===== src/rtl/qb_pkg.sv =====
package qb_pkg;

    typedef enum logic [1:0] {
        ST_IDLE,
        ST_LOAD,
        ST_FIRST,
        ST_SECOND
    } burst_st_e;

    localparam int BEATS_PER_BURST = 4;

endpackage


===== src/rtl/qb_burst_fsm.sv =====
module qb_burst_fsm
    import qb_pkg::*;
#(
    parameter int ADDR_W    = 6,
    parameter bit ADDR_LATE = 1'b0
) (
    input  logic              clk,
    input  logic              rst_n,
    input  logic              main_edge,
    input  logic              cmd,
    input  logic [ADDR_W-1:0] addr_in,
    output logic              beat_o,
    output logic [ADDR_W-1:0] beat_addr_o
);

    localparam int          CNT_W    = $clog2(BEATS_PER_BURST);
    localparam logic [CNT_W-1:0] TAIL_BEATS = CNT_W'(BEATS_PER_BURST - 1);
    localparam logic [CNT_W-1:0] LAST_LEFT  = CNT_W'(1);

    burst_st_e         st_q;
    burst_st_e         st_d;
    logic [ADDR_W-1:0] base_q;
    logic [ADDR_W-1:0] next_q;
    logic [CNT_W-1:0]  left_q;
    logic              run_q;
    logic              accept;
    logic              start;
    logic              grab;

    // A command is taken on a main edge unless the previous one of this
    // kind is still in its load cycle.
    assign accept = main_edge && cmd && (st_q != ST_LOAD);
    assign start  = main_edge && (st_q == ST_LOAD);

    generate
        if (ADDR_LATE) begin : g_late_addr
            assign grab = (st_q == ST_LOAD) && !main_edge;
        end else begin : g_early_addr
            assign grab = accept;
        end
    endgenerate

    // State register
    always_ff @(posedge clk or negedge rst_n) begin
        if (!rst_n) begin
            st_q <= ST_IDLE;
        end else begin
            st_q <= st_d;
        end
    end

    // Next-state logic, evaluated on main edges only
    always_comb begin
        st_d = st_q;
        if (main_edge) begin
            unique case (st_q)
                ST_IDLE:   st_d = cmd ? ST_LOAD : ST_IDLE;
                ST_LOAD:   st_d = ST_FIRST;
                ST_FIRST:  st_d = cmd ? ST_LOAD : ST_SECOND;
                ST_SECOND: st_d = cmd ? ST_LOAD : ST_IDLE;
                default:   st_d = ST_IDLE;
            endcase
        end
    end

    // Base address register
    always_ff @(posedge clk or negedge rst_n) begin
        if (!rst_n) begin
            base_q <= '0;
        end else if (grab) begin
            base_q <= addr_in;
        end
    end

    // Beat sequencer: runs the three beats after the first one, free of
    // the state register so a new load can overlap the tail.
    always_ff @(posedge clk or negedge rst_n) begin
        if (!rst_n) begin
            run_q  <= 1'b0;
            left_q <= '0;
            next_q <= '0;
        end else if (start) begin
            run_q  <= 1'b1;
            left_q <= TAIL_BEATS;
            next_q <= base_q + ADDR_W'(1);
        end else if (run_q) begin
            run_q  <= (left_q != LAST_LEFT);
            left_q <= left_q - LAST_LEFT;
            next_q <= next_q + ADDR_W'(1);
        end
    end

    // Beat outputs
    always_comb begin
        beat_o      = start || run_q;
        beat_addr_o = start ? base_q : next_q;
    end

endmodule


===== src/rtl/qb_store.sv =====
module qb_store #(
    parameter int ADDR_W = 6,
    parameter int LANES  = 4,
    parameter int LANE_W = 9
) (
    input  logic                    clk,
    input  logic                    we,
    input  logic [ADDR_W-1:0]       waddr,
    input  logic [LANES-1:0]        lane_we_n,
    input  logic [LANES*LANE_W-1:0] wdata,
    input  logic [ADDR_W-1:0]       raddr,
    output logic [LANES*LANE_W-1:0] rdata
);

    localparam int DEPTH = 1 << ADDR_W;

    generate
        for (genvar l = 0; l < LANES; l++) begin : g_bank
            logic [LANE_W-1:0] bank [DEPTH];

            always_ff @(posedge clk) begin
                if (we && !lane_we_n[l]) begin
                    bank[waddr] <= wdata[l*LANE_W +: LANE_W];
                end
            end

            assign rdata[l*LANE_W +: LANE_W] = bank[raddr];
        end
    endgenerate

endmodule


===== src/rtl/qb_fwd_merge.sv =====
module qb_fwd_merge #(
    parameter int LANES  = 4,
    parameter int LANE_W = 9
) (
    input  logic [LANES*LANE_W-1:0] mem_word,
    input  logic [LANES*LANE_W-1:0] wr_word,
    input  logic                    hit,
    input  logic [LANES-1:0]        lane_we_n,
    output logic [LANES*LANE_W-1:0] word_o
);

    generate
        for (genvar l = 0; l < LANES; l++) begin : g_lane
            assign word_o[l*LANE_W +: LANE_W] = (hit && !lane_we_n[l])
                                              ? wr_word[l*LANE_W +: LANE_W]
                                              : mem_word[l*LANE_W +: LANE_W];
        end
    endgenerate

endmodule


===== src/rtl/qb_sram_core.sv =====
module qb_sram_core #(
    parameter int ADDR_W = 6,
    parameter int LANES  = 4,
    parameter int LANE_W = 9
) (
    input  logic                    clk,
    input  logic                    rst_n,
    output logic                    main_edge,
    input  logic                    rd_n,
    input  logic                    wr_n,
    input  logic [ADDR_W-1:0]       addr,
    input  logic [LANES-1:0]        lane_we_n,
    input  logic [LANES*LANE_W-1:0] wr_data,
    output logic [LANES*LANE_W-1:0] rd_data,
    output logic                    rd_valid
);

    localparam int WORD_W = LANES * LANE_W;

    logic              odd_q;
    logic              rd_beat;
    logic              wr_beat;
    logic [ADDR_W-1:0] rd_baddr;
    logic [ADDR_W-1:0] wr_baddr;
    logic [WORD_W-1:0] mem_word;
    logic [WORD_W-1:0] rd_word;
    logic              fwd_hit;

    // Beat phase: low phase precedes a main edge
    always_ff @(posedge clk or negedge rst_n) begin
        if (!rst_n) begin
            odd_q <= 1'b0;
        end else begin
            odd_q <= ~odd_q;
        end
    end

    assign main_edge = ~odd_q;

    qb_burst_fsm #(
        .ADDR_W    (ADDR_W),
        .ADDR_LATE (1'b0)
    ) u_rd_fsm (
        .clk         (clk),
        .rst_n       (rst_n),
        .main_edge   (main_edge),
        .cmd         (~rd_n),
        .addr_in     (addr),
        .beat_o      (rd_beat),
        .beat_addr_o (rd_baddr)
    );

    qb_burst_fsm #(
        .ADDR_W    (ADDR_W),
        .ADDR_LATE (1'b1)
    ) u_wr_fsm (
        .clk         (clk),
        .rst_n       (rst_n),
        .main_edge   (main_edge),
        .cmd         (~wr_n),
        .addr_in     (addr),
        .beat_o      (wr_beat),
        .beat_addr_o (wr_baddr)
    );

    qb_store #(
        .ADDR_W (ADDR_W),
        .LANES  (LANES),
        .LANE_W (LANE_W)
    ) u_store (
        .clk       (clk),
        .we        (wr_beat),
        .waddr     (wr_baddr),
        .lane_we_n (lane_we_n),
        .wdata     (wr_data),
        .raddr     (rd_baddr),
        .rdata     (mem_word)
    );

    assign fwd_hit = wr_beat && rd_beat && (wr_baddr == rd_baddr);

    qb_fwd_merge #(
        .LANES  (LANES),
        .LANE_W (LANE_W)
    ) u_fwd (
        .mem_word  (mem_word),
        .wr_word   (wr_data),
        .hit       (fwd_hit),
        .lane_we_n (lane_we_n),
        .word_o    (rd_word)
    );

    // Read output register
    always_ff @(posedge clk or negedge rst_n) begin
        if (!rst_n) begin
            rd_data  <= '0;
            rd_valid <= 1'b0;
        end else if (rd_beat) begin
            rd_data  <= rd_word;
            rd_valid <= 1'b1;
        end else begin
            rd_data  <= '0;
            rd_valid <= 1'b0;
        end
    end

endmodule


===== config.mk =====
export PLATFORM = sky130hd
export DESIGN_NAME = qb_sram_core
export DESIGN_NICKNAME = d
export VERILOG_FILES = /design/src/rtl/qb_pkg.sv /design/src/rtl/qb_burst_fsm.sv /design/src/rtl/qb_store.sv /design/src/rtl/qb_fwd_merge.sv /design/src/rtl/qb_sram_core.sv
export SDC_FILE = /design/constraint.sdc
export NUM_CORES = 2
export LEC_CHECK = 0
export BUFFER_PORTS_ARGS = -buffer_cell sky130_fd_sc_hd__clkbuf_2
export CAP_MARGIN = 20
export CORE_UTILIZATION = 50
export CTS_CLUSTER_SIZE = 24
export DETAILED_ROUTE_END_ITERATION = 12
export HOLD_SLACK_MARGIN = 0.02
export PLACE_DENSITY = 0.74
export SLEW_MARGIN = 20
export SYNTH_ARGS = -nofsm -noshare
export SYNTH_HDL_FRONTEND = slang
export SYNTH_SLANG_ARGS = --single-unit

===== constraint.sdc =====
create_clock -name clk -period 8.3 [get_ports clk]
set_input_delay 0.83 -clock clk [delete_from_list [all_inputs] [get_ports clk]]
set_output_delay 0.83 -clock clk [all_outputs]
set_load 0.02 [all_outputs]

# After elaboration in Yosys (flattened, before gate mapping)
# Memories as Yosys holds them, arrays and structs flattened.
# Cells that the tools add are included.
# Widths: inputs -> output; s select.
[classes]
n_bitwise = 2
eq_ne = 10
reduce_logical = 27
n_mux = 34
addsub = 6
[ops]
columns = ["operator", "count"]
rows = [
  ["$mux 36", 1],
  ["$mux 6", 6],
  ["$mux 9", 4],
  ["$add 6x1->6 const B", 4],
  ["$logic_and 1x1->1", 15],
  ["$mux 1", 15],
  ["$mux 2", 6],
  ["$pmux 2 s3", 2],
  ["$eq 2x2->1 const B", 4],
  ["$eq 6x6->1", 1],
  ["$ne 2x1->1 const B", 3],
  ["$eq 2x1->1 const B", 2],
  ["$logic_not 1->1", 4],
  ["$logic_not 2->1", 2],
  ["$reduce_bool 2->1", 2],
  ["$reduce_or 2->1", 2],
  ["$sub 2x1->2 const B", 2],
  ["$logic_or 1x1->1", 2],
  ["$not 1->1", 2],
]
[word_totals]
mem_count = 4
out_inout_bits = 38
mem_bits_rw = 2304
regBits = 72
[mem_list]
columns = ["name", "depth", "word_bits", "read_ports", "rd_clocked_by_memory_dff", "wr", "line_no", "text"]
rows = [
  ["u_store.g_bank[0].bank", 64, 9, 1, 0, 1, "qb_store.sv:19", "logic [LANE_W-1:0] bank [DEPTH];"],
  ["u_store.g_bank[1].bank", 64, 9, 1, 0, 1, "qb_store.sv:19", ""],
  ["u_store.g_bank[2].bank", 64, 9, 1, 0, 1, "qb_store.sv:19", ""],
  ["u_store.g_bank[3].bank", 64, 9, 1, 0, 1, "qb_store.sv:19", ""],
]

# Logic depth before layout (Yosys ltp)
[logic_depth]
word_depth = 8
depth_mapped = 16
depth_no_buf = 11

# Modules after synthesis
# A second synthesis with hierarchy kept.
[unflattened]
cells_unflattened = 4348
hier_area_um2 = 92137.1
[by_module_without_submodules]
columns = ["mod", "cells_per_inst", "instances", "area_per_inst_um2"]
rows = [
  ["qb_store", 4034, 1, 88322.2],
  ["qb_sram_core", 89, 1, 1322.5],
  ["qb_burst_fsm at u_wr_fsm", 92, 1, 958.4],
  ["qb_burst_fsm at u_rd_fsm", 89, 1, 923.4],
  ["qb_fwd_merge", 44, 1, 610.6],
]

# Worst setup path after synthesis
# OpenSTA, ideal clock, no wires.
[synth_timing]
path_kind = "register -> register"
from = "reg u_wr_fsm.st_q[1]"
to = "mem u_store.g_bank[2].bank[14][0] (enable)"
required_ps = 7926
setup_time_ps = 374
synth_period_minus_slack_ps = 3138
path_slack_ps = 5162
stages_incl_launch_ff = 10
arrival_ps = 2764
cell_sequence = "dfrtp_1 > inv_1 > ha_1 > nor2b_1 > buf_6 > mux2i_1 > clkinv_1 > nor3_1 > nand2_1 > nor2_1"
[synth_via]
elab_chain_cells = 6
elab_cells_between_ends = 7
classes_between = "eq/ne (1); mux (3); reduce/logical (3)"
[synth_rtl]
columns = ["item", "line_no", "text"]
rows = [
  ["start, declared", "qb_burst_fsm.sv:20", "burst_st_e st_q;"],
  ["start signal, assigned", "qb_burst_fsm.sv:48", "st_q <= st_d;"],
  ["$eq 2x1->1 (*)", "qb_burst_fsm.sv:33", "assign start = main_edge && (st_q == ST_LOAD);"],
  ["$logic_and 1x1->1 (*)", "qb_burst_fsm.sv:33", ""],
  ["$logic_or 1x1->1", "qb_burst_fsm.sv:95", "beat_o = start || run_q;"],
  ["$logic_and 1x1->1", "qb_store.sv:22", "if (we && !lane_we_n[l]) begin"],
  ["$mux 1", "qb_store.sv:22", ""],
  ["$mux 1 (not written as such)", "qb_store.sv:23", "bank[waddr] <= wdata[l*LANE_W +: LANE_W];"],
  ["end, declared", "qb_store.sv:19", ""],
]
# Every way passes the cells marked *; elsewhere a longest branch is shown, timed or not.

# Final worst setup path
[layout_timing]
from = "reg u_wr_fsm.st_q[1]"
to = "mem u_store.g_bank[3].bank[5][6] (enable)"
[layout_via]
elab_chain_cells = 6
elab_cells_between_ends = 7
classes_between = "eq/ne (1); mux (3); reduce/logical (3)"
[layout_rtl]
columns = ["item", "line_no"]
rows = [
  ["$eq 2x1->1 (*)", "qb_burst_fsm.sv:33"],
  ["$logic_and 1x1->1 (*)", "qb_burst_fsm.sv:33"],
  ["$logic_or 1x1->1", "qb_burst_fsm.sv:95"],
  ["$logic_and 1x1->1", "qb_store.sv:22"],
  ["$mux 1", "qb_store.sv:22"],
  ["$mux 1 (not written as such)", "qb_store.sv:23"],
  ["end, declared", "qb_store.sv:19"],
]
# Marks and branches as above.

==> key figures <==
Status
  • Status: finished, final reports clean

Clock network
  • Deepest clock path buffer count: 3
  • Worst-skew pair later-pin latency: 0.87 ns
  • Clock Sinks: ~2,400
  • Clock transition at path regs: 0.07 ns
  • CTS tree: done
  • H-tree levels: 4
  • CTS Buf Count: about 220
  • Setup bufs post-CTS: 0
  • Root Driver: clkbuf_16

Detailed routing
  • 1st-iter DRT viols: 9,846
  • Vias: 60,605
  • TritonRoute pass-1 iters: 7
  • WL final: 265.5 mm
  • Detailed-route DRC error count: 0
  • Routed vias/inst: 6.313
  • Post-DRT Antenna Nets: 0
  • Routed length per placed instance: 27.66 µm

Worst setup path
  • Worst-path cell chain: inv_1 > ha_1 > nor2b_1 > mux2i_1 > nand2_1 > nor2_1 > nand2_1 > nor2_1
  • Worst r2r path cells: 8
  • Crit path kind: flop to flop
  • CP arrival: 6.01 ns
  • Crit path launch type: flop
  • Crit-path max FO: 12
  • Slowest stage delay, CP: 0.94 ns
  • RR Endpoint: u_store.g_bank[3].bank[5][6]$_DFFE_PP_
  • CP required: 8.76 ns
  • CP max-delay cell: nor2_1
  • R2r setup slk: 2.75 ns
  • Beginning of the worst register-to-register path: u_wr_fsm.st_q[1]$_DFFE_PN0N_
  • Kind of end point of the critical path: flop

Timing
  • Final Skew: 0.04430 ns
  • Fin. Hold Viols: 0
  • Worst slew pin tran: 1.256 ns
  • Min Tclk post-route: 5.549 ns
  • Sum Neg Setup Slack: 0 ns
  • Fin. max-slew vios: 0
  • Period utilization: 66.85%
  • Slew HR: approximately 16%
  • Setup-failing EPs final: 0
  • Worst setup margin: 2.751 ns
  • RSZ-0062 raised after global routing: no
  • Peak Freq: 0.1802 GHz

GRT
  • Total gr overflow: 0
  • Antenna violations before repair: 9
  • Vias in the first global route: 57,037
  • Gr usage total: 27.77%
  • Largest net degree at the start of global routing: between 200 and 250
  • First-pass GRT wire length: 382.4 mm

Floorplan
  • Die Height: 434.0 µm
  • Top-level I/O count: 88
  • Initial core utilization: 50.32%
  • Core area: 185,400 µm²
  • Die X: 434.0 µm
  • FP Rows: 158
  • Die footprint: between 150,000 and 200,000 µm²

Synthesis
  • Sequential share of the synthesized area: approximately three quarters
  • Mapped Cells: 6,955
  • Syn_nets: 7,013
  • Main flop type after synthesis: edfxtp_1
  • Syn Area/Cell: 13.42 µm²
  • Async S/R FF share, synth: 3.030%
  • Number of synthesized flops with an enable pin: between 2,000 and 2,500
  • Yosys warning count: 0
  • #FFs+latches synth: 2,376
  • Area contributors post-synth: edfxtp_1, nand2_1, nand3_1, dfrtp_1, a31oi_1
  • Syn Std Cell Area: 93,310 µm²
  • Synth area leader: edfxtp_1
  • Count of cell types in the netlist: 65
  • Synth top area share: 74.15%

Placement
  • PortBufs: 87
  • GP Congestion: 0.9240
  • Post-DP HPWL: between 150 and 200 mm
  • DP Worst Slack: 3.154 ns

Final layout
  • Area growth syn-to-layout: 10.40%
  • Most frequent cells in the layout: edfxtp_1, nand2_1, nand3_1, nor2_1, a31oi_1
  • Share of cells above drive strength 1: 8.009%
  • Final nets: 6,996
  • Commonest non-fill, non-tap cell in the layout: edfxtp_1

Job
  • Maxcap violations: 0

Power
  • Seq pwr share: 41.0%
  • P_leak: 0.03396 µW
  • Combinational cell fraction of total power: between 30% and 40%
  • Peak supply drop: 0.4111 mV
  • Clock power frac: between 20% and 30%
  • Sw frac: 36.32%
  • P_sw: 12,230 µW
  • Power per cell area: ~330 nW/µm²
  • Internal power: 21,440 µW

Min path
  • Hold crit path type: input pin to flop
  • Hold path depth: 2
  • Hold worst-path end: u_rd_fsm.base_q[1]$_DFFE_PN0P_
  • Hold wc startpoint: addr[1]
==> stage by stage <==
stage          instances  utilization (%)  instance area [µm²]  hold WS (ns)  total power, µW
2_1_floorplan       6955                -                93310        0.4492            19870
3_3_place_gp        9197            51.82                96100        0.4774            23650
3_5_place_dp        9198            51.84                96120        0.4901            23790
4_1_cts             9597            55.54               103000        0.3573            33360
5_1_grt             9597            55.55               103000        0.3813            34540
6_report            9600            55.55               103000        0.3923            33670
==> cell usage after synthesis, types with 9 or more instances <==
master and number:
a211oi_1 11, a21oi_1 41, a311oi_1 13, a31oi_1 244, a32oi_1 118, and3_1 21
buf_1 80, buf_2 174, clkbuf_1 171, dfrtp_1 72, edfxtp_1 2304, inv_1 16
mux2_2 16, mux2i_1 150, mux4_2 12, nand2_1 2078, nand3_1 727, nand4_1 225
nor2_1 303, nor3_1 16, nor4_1 10, o211ai_1 9, o21ai_0 27, xnor2_1 16
==> routing by layer <==
metal / GRT usage, % / wire [µm]
met1: 37.11 / 95490
met2: 42.26 / 120800
met3: 7.699 / 35400
met4: 13.11 / 13800
met5: 0 / 33
==> flip-flops by register name (all words and copies together), names as in the netlist <==
name                 flops
rd_data                 36
u_rd_fsm.base_q          6
u_wr_fsm.next_q          6
u_rd_fsm.left_q          2
u_wr_fsm.left_q          2
u_rd_fsm.run_q           1
u_rd_fsm.next_q          6
u_rd_fsm.st_q            2
u_wr_fsm.run_q           1
odd_q                    1
u_wr_fsm.st_q            2
rd_valid                 1
u_store.g_bank.bank   2304
u_wr_fsm.base_q          6
==> power by group through the flow <==
stage	clock [µW]	sequential [µW]	combinational, µW
2_1_floorplan	0	14000	5920
3_3_place_gp	0	14000	9620
3_5_place_dp	0	14000	9750
4_1_cts	9780	13800	9800
5_1_grt	10200	13800	10500
6_report	9770	13800	10100
==> final cells by class <==
type	count	area (µm²)
Clock buffer	279	5849
Tap cell	2480	3103
Sequential cell	2376	70990
Fill cell	14444	82430
Inverter	19	87.58
Clock inverter	119	1015
Antenna cell	3	7.507
Timing Repair Buffer	198	1436
Multi-Input combinational cell	4126	20520
==> cell families after synthesis <==
family,synth area share [%]
compound gates,3.890
xor+xnor,0.1502
fa+ha+maj,0.1073
buf+inv,2.107
flops,76.08
mux,2.158
simple gates,15.51
==> repair_timing <==
item | 4_1_cts | 5_1_grt
hold buffers | 1 | 0
endpoints found under the hold margin | 18 | 0
gates resized for setup | 0 | 0
setup endpoints to repair | 0 | 0
==> worst max-delay path by stage <==
| stage | from | end | slack, ns | cells after the start |
|---|---|---|---|---|
| after CTS | u_wr_fsm.st_q[1]$_DFFE_PN0N_ | u_store.g_bank[0].bank[42][5]$_DFFE_PP_ | 3.11 | 8 |
| after detailed placement | u_wr_fsm.st_q[1]$_DFFE_PN0N_ | u_store.g_bank[0].bank[42][6]$_DFFE_PP_ | 3.15 | 8 |
| after global placement | u_rd_fsm.st_q[1]$_DFFE_PN0N_ | rd_data[33]$_DFF_PN0_ | 3.26 | 12 |
| after floorplan | u_wr_fsm.st_q[1]$_DFFE_PN0N_ | u_store.g_bank[2].bank[14][0]$_DFFE_PP_ | 5.16 | 9 |
| after global routing | u_wr_fsm.st_q[1]$_DFFE_PN0N_ | u_store.g_bank[0].bank[6][0]$_DFFE_PP_ | 2.73 | 8 |
| final | u_wr_fsm.st_q[1]$_DFFE_PN0N_ | u_store.g_bank[3].bank[5][6]$_DFFE_PP_ | 2.75 | 8 |
==> critical path, delay by kind of cell, from the launching register on <==
family | cells | cell delay [ns]
AND/OR/NAND/NOR | 5 | 3.56
multiplexers | 1 | 0.87
buffers and inverters | 1 | 0.09
adder cells (fa/ha/maj) | 1 | 0.22
flip-flops | 1 | 0.39
Power figures use the tool's default switching activity.
